--- config.mk ---
export PLATFORM = sky130hd
export DESIGN_NAME = mdio_phy_responder
export DESIGN_NICKNAME = d
export VERILOG_FILES = /design/src/rtl/mdio_phy_pkg.sv /design/src/rtl/mdio_phy_datapath.sv /design/src/rtl/mdio_phy_control.sv /design/src/rtl/mdio_phy_responder.sv
export SDC_FILE = /design/constraint.sdc
export NUM_CORES = 1
export LEC_CHECK = 0
export BUFFER_PORTS_ARGS = -buffer_cell sky130_fd_sc_hd__clkbuf_2
export CAP_MARGIN = 20
export CORE_MARGIN = 2
export CORE_UTILIZATION = 60
export DETAILED_ROUTE_END_ITERATION = 10
export MAX_ROUTING_LAYER = met4
export PLACE_DENSITY = 0.72
export SLEW_MARGIN = 20
export SYNTH_ARGS = -nofsm -noshare
export SYNTH_HDL_FRONTEND = slang
export SYNTH_SLANG_ARGS = --single-unit
--- constraint.sdc ---
create_clock -name clk -period 9.1 [get_ports clk]
set_input_delay 0.91 -clock clk [delete_from_list [all_inputs] [get_ports clk]]
set_output_delay 0.91 -clock clk [all_outputs]
set_load 0.02 [all_outputs]
--- src/rtl/mdio_phy_pkg.sv ---
package mdio_phy_pkg;
  localparam int DATA_W  = 16;
  localparam int FRAME_W = 2 * DATA_W;
  localparam int REG_CNT = 32;
  localparam int ADDR_W  = $clog2(REG_CNT);
  localparam int PHY_W   = 5;
  localparam int CNT_W   = $clog2(FRAME_W) + 2;

  // control word bit positions
  localparam int B_DO  = 0;
  localparam int B_DI  = 1;
  localparam int B_OE  = 2;
  localparam int B_CLK = 3;

  // command field positions inside the low DATA_W bits
  localparam int REG_LO = 2;
  localparam int PHY_LO = REG_LO + ADDR_W;
  localparam int OP_LO  = PHY_LO + PHY_W;
  localparam int ST_LO  = OP_LO + 2;

  typedef enum logic [1:0] {PH_IDLE, PH_READ, PH_WRITE} phase_t;

  typedef struct packed {
    logic latchAddr;
    logic loadRead;
    logic shiftOut;
    logic commit;
  } strobe_t;

  function automatic logic [DATA_W-1:0] resetValue(input int idx);
    case (idx)
      2:       return DATA_W'(16'h0022);
      3:       return DATA_W'(16'h161A);
      default: return '0;
    endcase
  endfunction
endpackage

--- src/rtl/mdio_phy_datapath.sv ---
module mdio_phy_datapath
  import mdio_phy_pkg::*;
(
  input  logic               clk,
  input  logic               rst,
  input  logic               hostWrEn,
  input  logic [3:0]         hostWrData,
  input  strobe_t            stb,
  output logic               risingEdge,
  output logic [FRAME_W-1:0] shiftNext,
  output logic [3:0]         ctrlReg
);
  logic doBit, oeBit, clkBit, diBit;
  logic [FRAME_W-1:0] shiftReg;
  logic [DATA_W-1:0]  dataOut;
  logic [ADDR_W-1:0]  regAddr;
  logic [DATA_W-1:0]  regFile [REG_CNT];
  logic               sampleBit;
  logic [ADDR_W-1:0]  hdrAddr;

  // clkBit doubles as the previous-clock flag
  assign risingEdge = hostWrEn & hostWrData[B_CLK] & ~clkBit;
  assign sampleBit  = hostWrData[B_DO] & hostWrData[B_OE];
  assign shiftNext  = {shiftReg[FRAME_W-2:0], sampleBit};
  assign hdrAddr    = shiftNext[REG_LO +: ADDR_W];
  assign ctrlReg    = {clkBit, oeBit, diBit, doBit};

  always_ff @(posedge clk) begin
    if (rst) begin
      doBit    <= 1'b0;
      oeBit    <= 1'b0;
      clkBit   <= 1'b0;
      diBit    <= 1'b0;
      shiftReg <= '0;
      dataOut  <= '0;
      regAddr  <= '0;
    end else begin
      if (hostWrEn) begin
        doBit  <= hostWrData[B_DO];
        oeBit  <= hostWrData[B_OE];
        clkBit <= hostWrData[B_CLK];
      end
      if (risingEdge) shiftReg <= shiftNext;
      if (stb.latchAddr) regAddr <= hdrAddr;
      if (stb.loadRead) dataOut <= regFile[hdrAddr];
      if (stb.shiftOut) begin
        diBit   <= dataOut[DATA_W-1];
        dataOut <= {dataOut[DATA_W-2:0], 1'b0};
      end
    end
  end

  for (genvar i = 0; i < REG_CNT; i++) begin : g_reg
    always_ff @(posedge clk) begin
      if (rst) regFile[i] <= resetValue(i);
      else if (stb.commit && regAddr == ADDR_W'(i)) regFile[i] <= shiftNext[DATA_W-1:0];
    end
  end
endmodule

--- src/rtl/mdio_phy_control.sv ---
module mdio_phy_control
  import mdio_phy_pkg::*;
(
  input  logic               clk,
  input  logic               rst,
  input  logic               risingEdge,
  input  logic [FRAME_W-1:0] shiftNext,
  output strobe_t            stb,
  output phase_t             phase
);
  localparam logic signed [CNT_W-1:0] CNT_SYNC = CNT_W'(FRAME_W);
  localparam logic signed [CNT_W-1:0] CNT_DEC  = CNT_W'(DATA_W);
  localparam logic signed [CNT_W-1:0] CNT_ZERO = '0;
  localparam logic signed [CNT_W-1:0] CNT_PARK = '1;

  logic signed [CNT_W-1:0] cnt, cntAfter, cntNext;
  phase_t phaseMid;
  logic [1:0] startF, opF, taF;
  logic isRead, isWrite;

  assign startF  = shiftNext[ST_LO +: 2];
  assign opF     = shiftNext[OP_LO +: 2];
  assign taF     = shiftNext[1:0];
  assign isWrite = (startF == 2'b01) && (opF == 2'b01) && (taF == 2'b10);
  assign isRead  = (startF == 2'b01) && (opF == 2'b10) && !taF[0];

  always_comb begin
    stb      = '0;
    cntAfter = cnt;
    phaseMid = phase;
    cntNext  = cnt;
    if (risingEdge) begin
      cntAfter = (&shiftNext) ? CNT_SYNC : cnt;
      if (cntAfter == CNT_DEC) begin
        phaseMid      = isWrite ? PH_WRITE : (isRead ? PH_READ : PH_IDLE);
        stb.latchAddr = isWrite || isRead;
        stb.loadRead  = isRead;
      end
      if ((cntAfter < CNT_DEC) && (phaseMid == PH_READ)) stb.shiftOut = 1'b1;
      if ((cntAfter == CNT_ZERO) && (phaseMid != PH_IDLE)) begin
        stb.commit = (phaseMid == PH_WRITE);
        phaseMid   = PH_IDLE;
      end
      // counter parks at -1 once a frame is over
      cntNext = (cntAfter == CNT_PARK) ? cntAfter : cntAfter - CNT_W'(1);
    end
  end

  always_ff @(posedge clk) begin
    if (rst) begin
      cnt   <= CNT_PARK;
      phase <= PH_IDLE;
    end else begin
      cnt   <= cntNext;
      phase <= phaseMid;
    end
  end
endmodule

--- src/rtl/mdio_phy_responder.sv ---
module mdio_phy_responder
  import mdio_phy_pkg::*;
(
  input  logic       clk,
  input  logic       rst,
  input  logic       hostWrEn,
  input  logic [3:0] hostWrData,
  output logic [3:0] ctrlReg
);
  strobe_t            stb;
  phase_t             phase;
  logic               risingEdge;
  logic [FRAME_W-1:0] shiftNext;

  mdio_phy_control ctrl_i (
    .clk(clk), .rst(rst), .risingEdge(risingEdge), .shiftNext(shiftNext),
    .stb(stb), .phase(phase)
  );

  mdio_phy_datapath dp_i (
    .clk(clk), .rst(rst), .hostWrEn(hostWrEn), .hostWrData(hostWrData),
    .stb(stb), .risingEdge(risingEdge), .shiftNext(shiftNext), .ctrlReg(ctrlReg)
  );
endmodule

## Yosys cells after proc, flatten, opt, wreduce, memory -nomap -nowiden

Memories as Yosys holds them, arrays and structs flattened. A register that Yosys moved wholly into a read port is not among the register bits.
Index checks and enable logic that the tools add are counted.

| word-level totals | value |
|---|---|
| register bits after elaboration | 65 |
| bits in latches | 0 |
| bits in writable memories | 512 |
| ROM bits | 0 |
| input port bits | 7 |
| word-level logic and storage cells | 279 |
| memories kept | 1 |

| operators by class | value |
|---|---|
| add/sub/neg operators | 1 |
| $mul | 0 |
| div/mod/pow operators | 0 |
| magnitude comparators | 1 |
| eq/ne operators | 39 |
| shift-type cells | 0 |
| multiplexer cells | 145 |
| bitwise gates (word level) | 36 |
| reduce and logical (&&, ||, !) cells | 46 |

Memory list:

| memory | depth | width | rd ports | clocked after memory_dff | wr ports | line | text |
|---|---|---|---|---|---|---|---|
| dp_i.regFile | 32 | 16 | 1 | 1 | 32 | mdio_phy_datapath.sv:17 | `logic [DATA_W-1:0] regFile [REG_CNT];` |

Operator list:

| kind | number |
|---|---|
| $mux W16 | 34 |
| $mux W1 | 101 |
| $eq A5 B5 Y1 const B | 16 |
| $eq A5 B4 Y1 const B | 8 |
| $logic_and A1 B1 Y1 | 38 |
| $or A1 B1 Y1 | 32 |
| $reduce_and A32 Y1 | 1 |
| $eq A5 B3 Y1 const B | 4 |
| $mux W7 | 2 |
| $eq A5 B2 Y1 const B | 2 |
| $mux W2 | 5 |
| $mux W5 | 2 |
| $eq A7 B1 Y1 const B | 1 |
| $eq A7 B6 Y1 const B | 1 |
| $logic_not A7 Y1 | 1 |
| $lt A7 B6 Y1 const B | 1 |
| $sub A7 B2 Y7 const B | 1 |
| $eq A2 B1 Y1 const B | 3 |
| $eq A2 B2 Y1 const B | 3 |
| $eq A5 B1 Y1 const B | 1 |
| $logic_not A5 Y1 | 1 |
| $mux W4 | 1 |
| $reduce_bool A2 Y1 | 2 |
| $and A1 B1 Y1 | 3 |
| other kinds (4) | 4 |

## Logic depth before layout (Yosys ltp)

| depth | value |
|---|---|
| depth after elaboration | 16 |
| gate-level depth with buffers | 12 |

## Modules after synthesis

A second synthesis with hierarchy kept.

| unflattened totals | value |
|---|---|
| cells, all modules | 1,841 |
| area total of the unflattened synthesis | 26,563.0 um2 |

By module, submodules not included:

| module | times used | cells an instance | area an instance (um2) | sequential area each (um2) |
|---|---|---|---|---|
| mdio_phy_datapath | 1 | 1,738 | 25,769.7 | 16,595.9 |
| mdio_phy_control | 1 | 103 | 793.3 | 180.2 |

## Least setup slack after synthesis

Ideal clock, no wire load.

| timing | value |
|---|---|
| path kind | input -> register |
| start | in hostWrData[0] |
| end | mem dp_i.regFile[12][0] (enable) |
| setup time | 392 ps |
| arrival | 3,750 ps |
| path slack | 4,958 ps |
| stages on the path | 11 |
| path buffers | 1 |
| cell sequence | nand2_1 > nor3_1 > nand3_1 > nand2_1 > ha_1 > nor4b_4 > nand4b_1 > a311oi_2 > buf_2 > nand4b_1 > o21bai_1 |

RTL lines:

| what | line | text |
|---|---|---|
| start: declaration | mdio_phy_responder.sv:7 | `input logic [3:0] hostWrData,` |
| end: declaration | mdio_phy_datapath.sv:17 |  |

==> flow_metrics.tcl <==
set metrics [dict create \
    setup_viol 0 \
    drtIter0Drc 1985 \
    cp.required_ns 9.33 \
    hold_path_class "flip-flop to flip-flop" \
    clkPwrFrac_pct 41.8 \
    cp_max_fo 25 \
    cts_tree "yes" \
    vdd_ir_drop_max_v 0.0001611 \
    yosys.area_share.simple_pct 12.47 \
    grt_usage_pct 32.17 \
    n_fill_cell 2833 \
    worstMarginPinSlew_ns 1.205 \
    cp_slowest_cell "o21bai_2" \
    grt_pass1_vias 15530 \
    syn2layout_area_growth_pct 9.427 \
    slew_headroom_pct 19.50 \
    fin_ws_ns 4.310 \
    grt-ovfl-total 0 \
    synth_top_family_by_area "multiplexers" \
    worstPathCellList "nand4_1 > nor4_1 > nand3_1 > nand2_1 > ha_1 > nor4b_4 > nand4b_1 > a311oi_2 > buf_4 > nand3_1 > o21bai_2" \
    nets 1811 \
    synth_mux_area_share_pct 14.13 \
    die_y_um 209.3 \
    status "completed" \
    die_w_um 209.3 \
    ant_nets 0 \
    p_sw_uw 1129 \
    p_leak_uw 0.008220 \
    io_pins 11 \
    fin_setup_tns_ns 0 \
    cts.sinks 582 \
    io_buffers 9 \
    die_area_um2 43800 \
    grt_pass1_wl_um 98570 \
    intPower_uw 4417 \
    skew_ns 0.01812 \
    gp_congestion 0.9235 \
    seq_area_um2 16790 \
    slowest_delay_ns 0.98 \
    antenna_found_initial 0 \
    clk_pin_slew_ns 0.06 \
    power_density_nw_per_um2 200.4 \
    cts_made_buffers 57 \
    fin_util_pct 66.25 \
    vias_per_cell 6.652 \
    yosysWarningCount 0 \
    multi_input_area_um2 8004 \
    post-cts-setup-buffer-count 0 \
    wirelength_um 66600 \
    place_ws_ns 4.175 \
    critPathKind "flip-flop to flip-flop" \
    drive_above_1_share_pct 16.59 \
    wl_per_cell_um 27.95 \
    pwr-share-comb_pct 3.3 \
    synthArstFlopShare_pct 0 \
    p_sw_share_pct 20.36 \
    num_rows 75 \
    drv_slew 0 \
    cts_max_level 2 \
    synth_nets 1873 \
    ctsResizeCount 0 \
    period_needed_ns 4.790 \
    drtPass1Iterations 6 \
    synth-main-ff-cell "edfxtp_1" \
    fmax_mhz 208.8 \
    synth_area_per_cell_um2 13.57 \
    rsz0062_at_grt "false" \
    maxCapViolCount 0 \
    core_area_um2 41760 \
    vias 15850 \
    root_buffer "clkbuf_16" \
    cp.arrival_ns 5.02 \
    synth_edf_count 512 \
    drc 0 \
    grt_max_degree 99 \
    netlist_instances 1863 \
    ctsHoldBuffers 0 \
    antennaDiodeCount 0 \
    period_share_pct 52.64 \
    insertion_delay_ns 0.62 \
    place_hpwl_um 39340 \
    synth_seq_cells 582 \
    cp-end-kind "flip-flop" \
    synth.distinct_cells 53 \
    hold_violations 0 \
    seq_area_frac_synth_pct 66.35 \
    worstSetupStartpointType "flip-flop" \
    clock_path_buffers 3 \
    sequentialPowerShare_pct 54.9 \
    synth-adder-area-share_pct 0.1485 \
    start_util_pct 60.55 \
    crit_top_cell "nand3_1" \
    synth_xor_xnor_area_share_pct 0 \
    synth_compound_area_share_pct 4.013 \
    syn_area_um2 25280 \
]
[placed cells by master, fill, tap and decap left out, types with 4 or more instances in the layout]
cell	count
clkbuf_8	8
dfxtp_1	67
nand2b_1	7
o21bai_2	9
o21bai_4	15
edfxtp_1	512
a21o_1	9
a211o_1	7
a32oi_1	5
nand3_1	28
a21oi_1	53
mux2i_1	51
or2_2	8
clkinv_1	9
buf_4	29
nand2_1	151
a221oi_1	12
clkbuf_16	58
clkbuf_1	13
nand4_1	12
nand3b_1	4
o211ai_1	9
clkinv_2	9
nor2b_1	7
bufinv_16	4
nor2_1	536
nor3_1	6
clkbuf_2	9
mux4_2	136
o21ai_0	8
[routing by layer]
metal  global-route usage (%)  vias to the layer above  wire length, um  part of all wire (%)
met1                    42.37                     8048            24080                    36
li1                         -                     6676                -                     -
met5                        -                        -                0                     0
met2                    49.87                      941            32110                    48
met3                    5.985                      186             7184                    11
met4                    14.04                        0             3227                   4.8
[critical path: cells and delay by family (launching register included)]
kind	cells	cell delay, ns
simple gates	7	2.06
fa+ha+maj	1	0.21
flops	1	0.56
buf+inv	1	0.33
compound gates	2	1.22
[synth_stat cells (9+ instances only)]
library cell / count / share of area (%)
buf_4: 11 / 0.33
dfxtp_1: 70 / 5.5
nor2_1: 536 / 8.0
a21o_1: 9 / 0.27
clkbuf_1: 121 / 1.8
edfxtp_1: 512 / 61
o21bai_1: 27 / 0.80
o211ai_1: 9 / 0.27
nand2_1: 151 / 2.2
buf_2: 21 / 0.42
nand3_1: 31 / 0.61
a221oi_1: 12 / 0.42
mux4_2: 136 / 12
mux2i_1: 51 / 2.0
nand4_1: 12 / 0.30
a21oi_1: 53 / 1.0
[layout make-up]
cell class                 count  share of cell area [%]
clock buffer                  80                   5.838
clock inverter                22                  0.7326
inverter                       4                 0.05427
multi-input combinational   1113                   28.93
sequential                   582                   60.68
tap                          539                   2.438
timing repair buffer          43                   1.330
[flip-flops by register name, summed over array words and instances, names as in the netlist, named ones only]
| name | cells |
|---|---|
| ctrl_i.phase | 2 |
| dp_i.clkBit | 1 |
| dp_i.dataOut | 16 |
| dp_i.regFile | 512 |
| ctrl_i.cnt | 7 |
| dp_i.diBit | 1 |
| dp_i.oeBit | 1 |
| dp_i.shiftReg | 31 |
| dp_i.doBit | 1 |
| dp_i.regAddr | 5 |
[power groups by stage]
stage	combinational, uW	clock, uW	sequential [uW]
floorplan	112	0	3090
global placement	176	0	3090
detailed placement	181	0	3100
CTS	182	2330	3040
global route	190	2430	3050
finish	185	2320	3040
[stage by stage]
stage	std cells	power, uW	area [um^2]	hold slack, ns
2_1_floorplan	1863	3198	25280	0.4320
3_3_place_gp	2277	3266	25650	0.4402
3_5_place_dp	2279	3281	25740	0.4444
4_1_cts	2381	5554	27560	0.4558
5_1_grt	2383	5671	27670	0.4721
6_report	2383	5545	27670	0.4577
[worst paths after layout]
kind,from,to,slack (ns),cells past startpoint
worst max-delay path,dp_i.shiftReg[5]$_SDFFE_PP0P_,dp_i.regFile[17][4]$_SDFFCE_PN0P_,4.31,11
worst min-delay path,dp_i.dataOut[15]$_SDFFE_PP0P_,dp_i.diBit$_SDFFE_PP0P_,0.46,2
worst max register to register,dp_i.shiftReg[5]$_SDFFE_PP0P_,dp_i.regFile[17][4]$_SDFFCE_PN0P_,4.31,11
worst min register to register,dp_i.dataOut[15]$_SDFFE_PP0P_,dp_i.diBit$_SDFFE_PP0P_,0.46,2
[cells by family after synthesis]
group	count (synthesis)
AOI/OAI and AO/OA	145
adders and majority gates	3
DFF	582
muxes	187
and+or+nand+nor	778
buffers and inverters	168
(Power assumes the default switching activity.)
